[src/rtl/fr_pkg.sv]
// Package: shared types and the fixed per-fault attribute table.
// Assumes fault numbers beyond the table are unassigned (group 0).
package fr_pkg;

    localparam int NUM_FAULTS = 32;
    localparam int PRIO_W     = 5;

    typedef enum logic [1:0] {
        CYC_FETCH = 2'd0,
        CYC_EXEC  = 2'd1,
        CYC_FAULT = 2'd2,
        CYC_OTHER = 2'd3
    } cyc_t;

    typedef struct packed {
        logic [2:0]        grp;   // 0 = unassigned, 1..7 timing group
        logic [PRIO_W-1:0] prio;  // lower value wins
    } fattr_t;

    // Returns the group and the priority of a fault number.
    function automatic fattr_t fault_attr(input int n);
        fattr_t a;
        case (n)
            0:  a = '{grp: 3'd7, prio: 5'd27};
            1:  a = '{grp: 3'd4, prio: 5'd10};
            2:  a = '{grp: 3'd5, prio: 5'd11};
            3:  a = '{grp: 3'd5, prio: 5'd17};
            4:  a = '{grp: 3'd7, prio: 5'd26};
            5:  a = '{grp: 3'd4, prio: 5'd9};
            6:  a = '{grp: 3'd5, prio: 5'd15};
            7:  a = '{grp: 3'd4, prio: 5'd5};
            8:  a = '{grp: 3'd7, prio: 5'd25};
            9:  a = '{grp: 3'd4, prio: 5'd8};
            10: a = '{grp: 3'd5, prio: 5'd16};
            11: a = '{grp: 3'd2, prio: 5'd4};
            12: a = '{grp: 3'd1, prio: 5'd1};
            13: a = '{grp: 3'd3, prio: 5'd7};
            14: a = '{grp: 3'd3, prio: 5'd6};
            15: a = '{grp: 3'd1, prio: 5'd2};
            16: a = '{grp: 3'd6, prio: 5'd20};
            17: a = '{grp: 3'd6, prio: 5'd21};
            18: a = '{grp: 3'd6, prio: 5'd22};
            19: a = '{grp: 3'd6, prio: 5'd23};
            20: a = '{grp: 3'd6, prio: 5'd24};
            21: a = '{grp: 3'd5, prio: 5'd12};
            22: a = '{grp: 3'd5, prio: 5'd13};
            23: a = '{grp: 3'd5, prio: 5'd14};
            24: a = '{grp: 3'd5, prio: 5'd18};
            25: a = '{grp: 3'd5, prio: 5'd19};
            31: a = '{grp: 3'd2, prio: 5'd3};
            default: a = '{grp: 3'd0, prio: 5'd31};
        endcase
        return a;
    endfunction

endpackage

[src/rtl/fr_classify.sv]
// Module: fr_classify
// Derives constant per-fault masks from the attribute table: assigned
// numbers, the high groups (1..4) and the discardable groups (5, 6).
// Assumes the table in fr_pkg; no state.
module fr_classify #(
    parameter int N_FLT = fr_pkg::NUM_FAULTS
) (
    output logic [N_FLT-1:0] assigned_m,
    output logic [N_FLT-1:0] hi_m,
    output logic [N_FLT-1:0] mid_m
);
    for (genvar i = 0; i < N_FLT; i++) begin : g_cls
        localparam logic [2:0] GRP = fr_pkg::fault_attr(i).grp;
        // Constant mask bits for fault number i.
        assign assigned_m[i] = (GRP != 3'd0);
        assign hi_m[i]       = (GRP >= 3'd1) && (GRP <= 3'd4);
        assign mid_m[i]      = (GRP == 3'd5) || (GRP == 3'd6);
    end
endmodule

[src/rtl/fr_gate.sv]
// Module: fr_gate
// Applies each fault's group entry condition to the candidate set.
// Assumes candidates are already limited to assigned numbers.
module fr_gate #(
    parameter int N_FLT = fr_pkg::NUM_FAULTS
) (
    input  logic [N_FLT-1:0] cand,
    input  logic [1:0]       cycle_kind,
    input  logic             hi_pending,
    input  logic             insn_done,
    input  logic             pair_done,
    input  logic             g7_inhibit,
    input  logic             mem_ack,
    output logic [N_FLT-1:0] elig
);
    logic in_exec, in_fault;

    // Decode of the cycle type.
    assign in_exec  = (cycle_kind == fr_pkg::CYC_EXEC);
    assign in_fault = (cycle_kind == fr_pkg::CYC_FAULT);

    for (genvar i = 0; i < N_FLT; i++) begin : g_gate
        localparam logic [2:0] GRP = fr_pkg::fault_attr(i).grp;
        logic open_c;
        // Group-specific readiness for fault number i.
        always_comb begin
            case (GRP)
                3'd1, 3'd2: open_c = 1'b1;
                3'd3:       open_c = mem_ack;
                3'd4:       open_c = mem_ack & insn_done;
                3'd5, 3'd6: open_c = mem_ack & (in_exec | insn_done) & ~hi_pending;
                3'd7:       open_c = pair_done & ~g7_inhibit;
                default:    open_c = 1'b0;
            endcase
        end
        // Eligible when requested, ready and outside the fault cycle.
        assign elig[i] = cand[i] & open_c & ~in_fault;
    end
endmodule

[src/rtl/fr_select.sv]
// Module: fr_select
// Picks the eligible fault with the lowest priority value.
// Assumes priority values are unique among assigned numbers.
module fr_select #(
    parameter int N_FLT = fr_pkg::NUM_FAULTS,
    localparam int NUM_W = $clog2(N_FLT)
) (
    input  logic [N_FLT-1:0] elig,
    output logic             win_valid,
    output logic [NUM_W-1:0] win_num
);
    logic [fr_pkg::PRIO_W-1:0] best;

    // Linear minimum search over all eligible faults.
    always_comb begin
        win_valid = 1'b0;
        win_num   = '0;
        best      = '1;
        for (int i = 0; i < N_FLT; i++) begin
            if (elig[i] && (!win_valid || fr_pkg::fault_attr(i).prio < best)) begin
                win_valid = 1'b1;
                best      = fr_pkg::fault_attr(i).prio;
                win_num   = NUM_W'(i);
            end
        end
    end
endmodule

[src/rtl/fault_recog_ctrl.sv]
// Module: fault_recog_ctrl (top)
// Remembers fault requests, applies group timing rules, selects the
// winner and issues a registered fault-cycle entry with number and
// trap vector. Assumes single-cycle request pulses; synchronous
// active-low reset.
module fault_recog_ctrl #(
    parameter int N_FLT = fr_pkg::NUM_FAULTS,
    localparam int NUM_W = $clog2(N_FLT)
) (
    input  logic             clk,
    input  logic             rst_n,
    input  logic [N_FLT-1:0] fault_req,
    input  logic [1:0]       cycle_kind,
    input  logic             insn_done,
    input  logic             pair_done,
    input  logic             g7_inhibit,
    input  logic             mem_ack,
    output logic             fault_enter,
    output logic [NUM_W-1:0] fault_num,
    output logic [NUM_W:0]   trap_vec
);
    logic [N_FLT-1:0] assigned_m, hi_m, mid_m;
    logic [N_FLT-1:0] pend, cand, elig, win_oh;
    logic             hi_pending, win_valid;
    logic [NUM_W-1:0] win_num;

    fr_classify #(.N_FLT(N_FLT)) u_cls (
        .assigned_m(assigned_m), .hi_m(hi_m), .mid_m(mid_m)
    );

    // Candidates: new pulses plus remembered faults, assigned numbers only.
    assign cand       = (fault_req | pend) & assigned_m;
    assign hi_pending = |(cand & hi_m);

    fr_gate #(.N_FLT(N_FLT)) u_gate (
        .cand(cand), .cycle_kind(cycle_kind), .hi_pending(hi_pending),
        .insn_done(insn_done), .pair_done(pair_done),
        .g7_inhibit(g7_inhibit), .mem_ack(mem_ack), .elig(elig)
    );

    fr_select #(.N_FLT(N_FLT)) u_sel (
        .elig(elig), .win_valid(win_valid), .win_num(win_num)
    );

    assign win_oh = N_FLT'(1) << win_num;

    // Pending set: drop the winner, and lower groups after a high-group win.
    always_ff @(posedge clk) begin
        if (!rst_n)
            pend <= '0;
        else if (win_valid)
            pend <= cand & ~win_oh & (hi_m[win_num] ? ~mid_m : '1);
        else
            pend <= cand;
    end

    // Registered entry strobe, fault number and trap vector.
    always_ff @(posedge clk) begin
        if (!rst_n) begin
            fault_enter <= 1'b0;
            fault_num   <= '0;
            trap_vec    <= '0;
        end else begin
            fault_enter <= win_valid;
            if (win_valid) begin
                fault_num <= win_num;
                trap_vec  <= {win_num, 1'b0};
            end
        end
    end

    // an unassigned number never reaches the output.
    a_r10_unassigned_never_wins: assert property (@(posedge clk) disable iff (!rst_n)
        fault_enter |-> (fr_pkg::fault_attr(int'(fault_num)).grp != 3'd0));

    // group 7 entry only after an uninhibited pair completion.
    a_r9_g7_gated: assert property (@(posedge clk) disable iff (!rst_n)
        (fault_enter && fr_pkg::fault_attr(int'(fault_num)).grp == 3'd7)
        |-> $past(pair_done && !g7_inhibit));

    // groups 3 to 6 wait for the access acknowledge.
    a_r5_ack_before_entry: assert property (@(posedge clk) disable iff (!rst_n)
        (fault_enter && fr_pkg::fault_attr(int'(fault_num)).grp >= 3'd3
                     && fr_pkg::fault_attr(int'(fault_num)).grp <= 3'd6)
        |-> $past(mem_ack));

    // group 4 waits for instruction completion.
    a_r6_g4_insn_done: assert property (@(posedge clk) disable iff (!rst_n)
        (fault_enter && fr_pkg::fault_attr(int'(fault_num)).grp == 3'd4)
        |-> $past(insn_done));

    // nothing is entered from inside the fault cycle.
    a_r11_not_in_fault_cycle: assert property (@(posedge clk) disable iff (!rst_n)
        fault_enter |-> ($past(cycle_kind) != 2'(fr_pkg::CYC_FAULT)));

    // an entry needs a request or remembered fault.
    a_r12_entry_needs_request: assert property (@(posedge clk) disable iff (!rst_n)
        fault_enter |-> $past(|(fault_req | pend)));

    // the trap vector follows the number on entry.
    a_r2_vector_on_entry: assert property (@(posedge clk) disable iff (!rst_n)
        fault_enter |=> $stable(trap_vec) || fault_enter);
endmodule

[config.mk]
export PLATFORM = sky130hd
export DESIGN_NAME = fault_recog_ctrl
export DESIGN_NICKNAME = d
export VERILOG_FILES = /design/src/rtl/fr_pkg.sv /design/src/rtl/fr_classify.sv /design/src/rtl/fr_gate.sv /design/src/rtl/fr_select.sv /design/src/rtl/fault_recog_ctrl.sv
export SDC_FILE = /design/constraint.sdc
export NUM_CORES = 1
export LEC_CHECK = 0
export ABC_AREA = 1
export CAP_MARGIN = 25
export CORE_ASPECT_RATIO = 1.5
export CORE_MARGIN = 2
export CORE_UTILIZATION = 60
export CTS_CLUSTER_DIAMETER = 120
export CTS_CLUSTER_SIZE = 20
export DETAILED_ROUTE_END_ITERATION = 12
export DONT_BUFFER_PORTS = 1
export GPL_ROUTABILITY_DRIVEN = 0
export PLACE_DENSITY_LB_ADDON = 0.1
export SLEW_MARGIN = 5
export SYNTH_ARGS = -nofsm -noshare
export SYNTH_HDL_FRONTEND = slang
export SYNTH_SLANG_ARGS = --single-unit
[constraint.sdc]
create_clock -name clk -period 5 [get_ports clk]
set_input_delay 0.5 -clock clk [delete_from_list [all_inputs] [get_ports clk]]
set_output_delay 0.5 -clock clk [all_outputs]
set_load 0.01 [all_outputs]
==> key figures <==
Run status
  – Run status: completed

Global route
  – Maximum number of pins on one net before global-route repair: 20
  – Total overflow reported by the global router: 0
  – Via count of the first global-routing pass: 2845
  – Initial antenna violation count: 0
  – Overall routing resource usage: 33.3%
  – First-pass GRT wire length: 13.4 mm

STA
  – Setup repair after global routing missed its margin: no
  – Worst path setup slack after routing: 0.444 ns
  – Final hold violation count: 0
  – Worst Max-Slew Pin Slew: 0.636 ns
  – Largest clock skew in the final design: 0.0130 ns
  – Aggregate negative setup slack: 0 ns
  – Post-route minimum period: 4.56 ns
  – Final Cycle Share: 91.1%
  – Max transition margin: a little under three fifths
  – Setup-violating endpoint count in the final report: 0
  – Minimum hold slack: ~0.31 ns
  – Top achievable clock speed: 220 MHz
  – Number of max-slew violations in the final report: 0

Clocking
  – Clock-pin slew reported for the worst setup and hold paths after clock tree synthesis: ~0.08 ns
  – Number of buffers between clock root and the deepest sink: 2
  – # H-tree levels: 2
  – TritonCTS clock tree: built
  – Clk_lat worst skew: 0.29 ns
  – CTS buffer count: 5
  – Number of clock sinks: 33
  – Root Buffer Master: clkbuf_8

Place
  – Placed Cells: 548
  – Instance area at placement: approximately 2900 um^2
  – Detailed-placement wirelength estimate: 6.61 mm
  – Number of buffers added on ports: 0
  – Placement Setup Slack: approximately 0.34 ns

Setup path
  – Crit start category: register
  – Most used cell, CP: nand2_1
  – Worst setup EP type: register
  – Critical path arrival: 4.73 ns
  – Critical path's largest stage delay: between 0.3 and 0.4 ns
  – Number of cells on the worst reg-to-reg path: 32
  – Setup CP Type: reg -> reg
  – Data required time of the worst path: approximately 5.2 ns
  – Slowest cell on the critical path: o21ai_0
  – Critical-path maximum fanout: 8
  – Kind of cell with the highest combined delay on the critical path: simple AND/OR/NAND/NOR gates
  – WP buf/inv: 1
  – Critical Path Stages: 32

Power and ir drop
  – Power per cell area: 267 nW/um^2
  – Peak VDD IR: 0.282 mV
  – Leakage Power: ~1.5 nW
  – PnR Total Power: about 0.81 mW

Synth
  – Netlist area before placement: 2920 um^2
  – Mapped Nets: 532
  – Async SR Flop Fraction: 0%
  – Number of storage elements in the synthesis netlist: 33
  – Post-synth EDFFs: 0
  – Total of warnings raised by yosys: 0
  – Fraction of the yosys area taken by sequential cells: 22.6%
  – Yosys cell types: 42
  – Cell count after synthesis: 492
  – Per-instance average area after synthesis: 5.93 um^2
  – Leading register cell type out of synthesis: dfxtp_1

Die
  – Boundary pin count: 52
  – Die X: 61.0 um
  – Die Height: 89.4 um
  – Die footprint: 5450 um^2
  – Cell Rows: 31
  – Initial Utilization: 61.2%
  – Area of the core: ~4800 um^2

Route
  – Final WL: 8.48 mm
  – Vias per std cell: 5.76
  – Total number of vias: ~3200
  – Post-route ant nets: 0
  – First-pass DRT Iterations: 5
  – Routed wire per std cell: 15.3 um
  – Number of remaining DRC errors: 0
  – DRT iter0 DRCs: 318

Finish
  – Area growth, synth to finish: 4.54%
  – Share of cells above drive strength 1: between 10% and 20%
  – Antenna cells: 0
  – Final nets: 529
  – Area of all placed cells without fillers: 3050 um^2
  – Post-Route Utilization: 64.0%
  – Finished Layout Cells: 555

Hold path
  – Hold path cells: 2
  – Worst Hold Class: in -> reg

Run
  – Max-cap violation count: 0
==> layer usage <==
layer  vias to the layer above  wire length, um  part of all wire [%]  track usage [%]
met1                      1430             3330                    39             39.7
met2                       152             4220                    50             57.7
met5                         -                0                     0                0
li1                       1588                -                     -                -
met3                        28              604                   7.1             5.07
met4                         0              329                   3.9             14.8
==> cells in the mapped netlist (2+ instances only) <==
cell type	n	area, um^2
nor2_4	4	45.0
o21ai_0	16	80.1
buf_4	6	45.0
o21ai_1	2	10.0
a31oi_1	3	18.8
nand2_2	6	37.5
nand3_2	10	100
nor4_1	2	12.5
and3_1	2	12.5
inv_4	2	12.5
nor3_4	2	32.5
nand3_1	38	190
nor2_2	23	144
a21oi_2	3	26.3
nand2_4	4	45.0
clkbuf_1	3	11.3
nand4_1	20	125
inv_1	59	221
inv_2	5	18.8
nand2_1	104	390
nor3_1	19	95.1
a21oi_1	16	80.1
dfxtp_1	33	661
nor2_1	92	345
==> state kept, by name (all words and copies together), names as in the netlist <==
| name | cells |
|---|---|
| pend | 27 |
| fault_enter | 1 |
| fault_num | 5 |
==> area by class of cell <==
type / instances / area [um^2]
clock buffers: 5 / 68.8
clock inverters: 2 / 35.0
fillers: 475 / 1720
inverters: 67 / 256
multi-input cells: 380 / 1930
flip-flops and latches: 33 / 661
well taps: 66 / 82.6
repair buffers: 2 / 15.0
==> what timing repair did <==
action,in CTS,in global routing
resized for setup,0,1
hold buffers,0,0
endpoints found under the hold margin,0,0
buffers inserted,0,0
endpoints found under the setup margin,0,4
==> placed cells by master, fill, tap and decap left out, types with 2 or more instances in the layout <==
cell | synthesis | final
a31oi_1 | 3 | 3
nor2_2 | 23 | 23
inv_4 | 2 | 2
a21oi_1 | 16 | 16
inv_1 | 59 | 59
nand2_1 | 104 | 104
inv_2 | 5 | 5
nor3_1 | 19 | 19
nand3_1 | 38 | 38
nor3_4 | 2 | 2
buf_4 | 6 | 2
nor4_1 | 2 | 2
clkbuf_8 | 0 | 5
nand3_4 | 1 | 2
nand3_2 | 10 | 9
nor2_1 | 92 | 92
nand2_4 | 4 | 4
dfxtp_1 | 33 | 33
nand4_1 | 20 | 20
and3_1 | 2 | 2
o21ai_1 | 2 | 2
o21ai_0 | 16 | 16
a21oi_2 | 3 | 3
nand2_2 | 6 | 6
nor2_4 | 4 | 4
==> worst reg2reg max path, delay by kind of cell (launching register included) <==
kind	cells	cell delay, ns
DFF	1	0.31
and+or+nand+nor	28	3.43
buffers and inverters	1	0.07
AOI/OAI and AO/OA	3	0.61
==> power by group <==
| group | switching, mW | internal, mW | total (mW) |
|---|---|---|---|
| clock | 0.101 | 0.145 | 0.245 |
| combinational | 0.188 | 0.0782 | 0.267 |
| sequential | 0.0161 | 0.287 | 0.303 |
==> final timing paths <==
| path | to | from | slack, ns |
|---|---|---|---|
| hold / removal | fault_num[1] | rst_n | 0.31 |
| setup / recovery | pend[19] | pend[5] | 0.44 |
| hold reg to reg | pend[5] | pend[5] | 0.55 |
| setup reg to reg | pend[19] | pend[5] | 0.44 |
==> cells by family (layout without fill, tap and decap cells) <==
group | Yosys count | count (layout) | share of synthesized area, %
AOI/OAI and AO/OA | 47 | 47 | 9.77
buffers and inverters | 79 | 76 | 11.4
DFF | 33 | 33 | 22.6
other | 1 | 1 | 0.128
and+or+nand+nor | 332 | 332 | 56.1
Power figures use the tool's default switching activity.
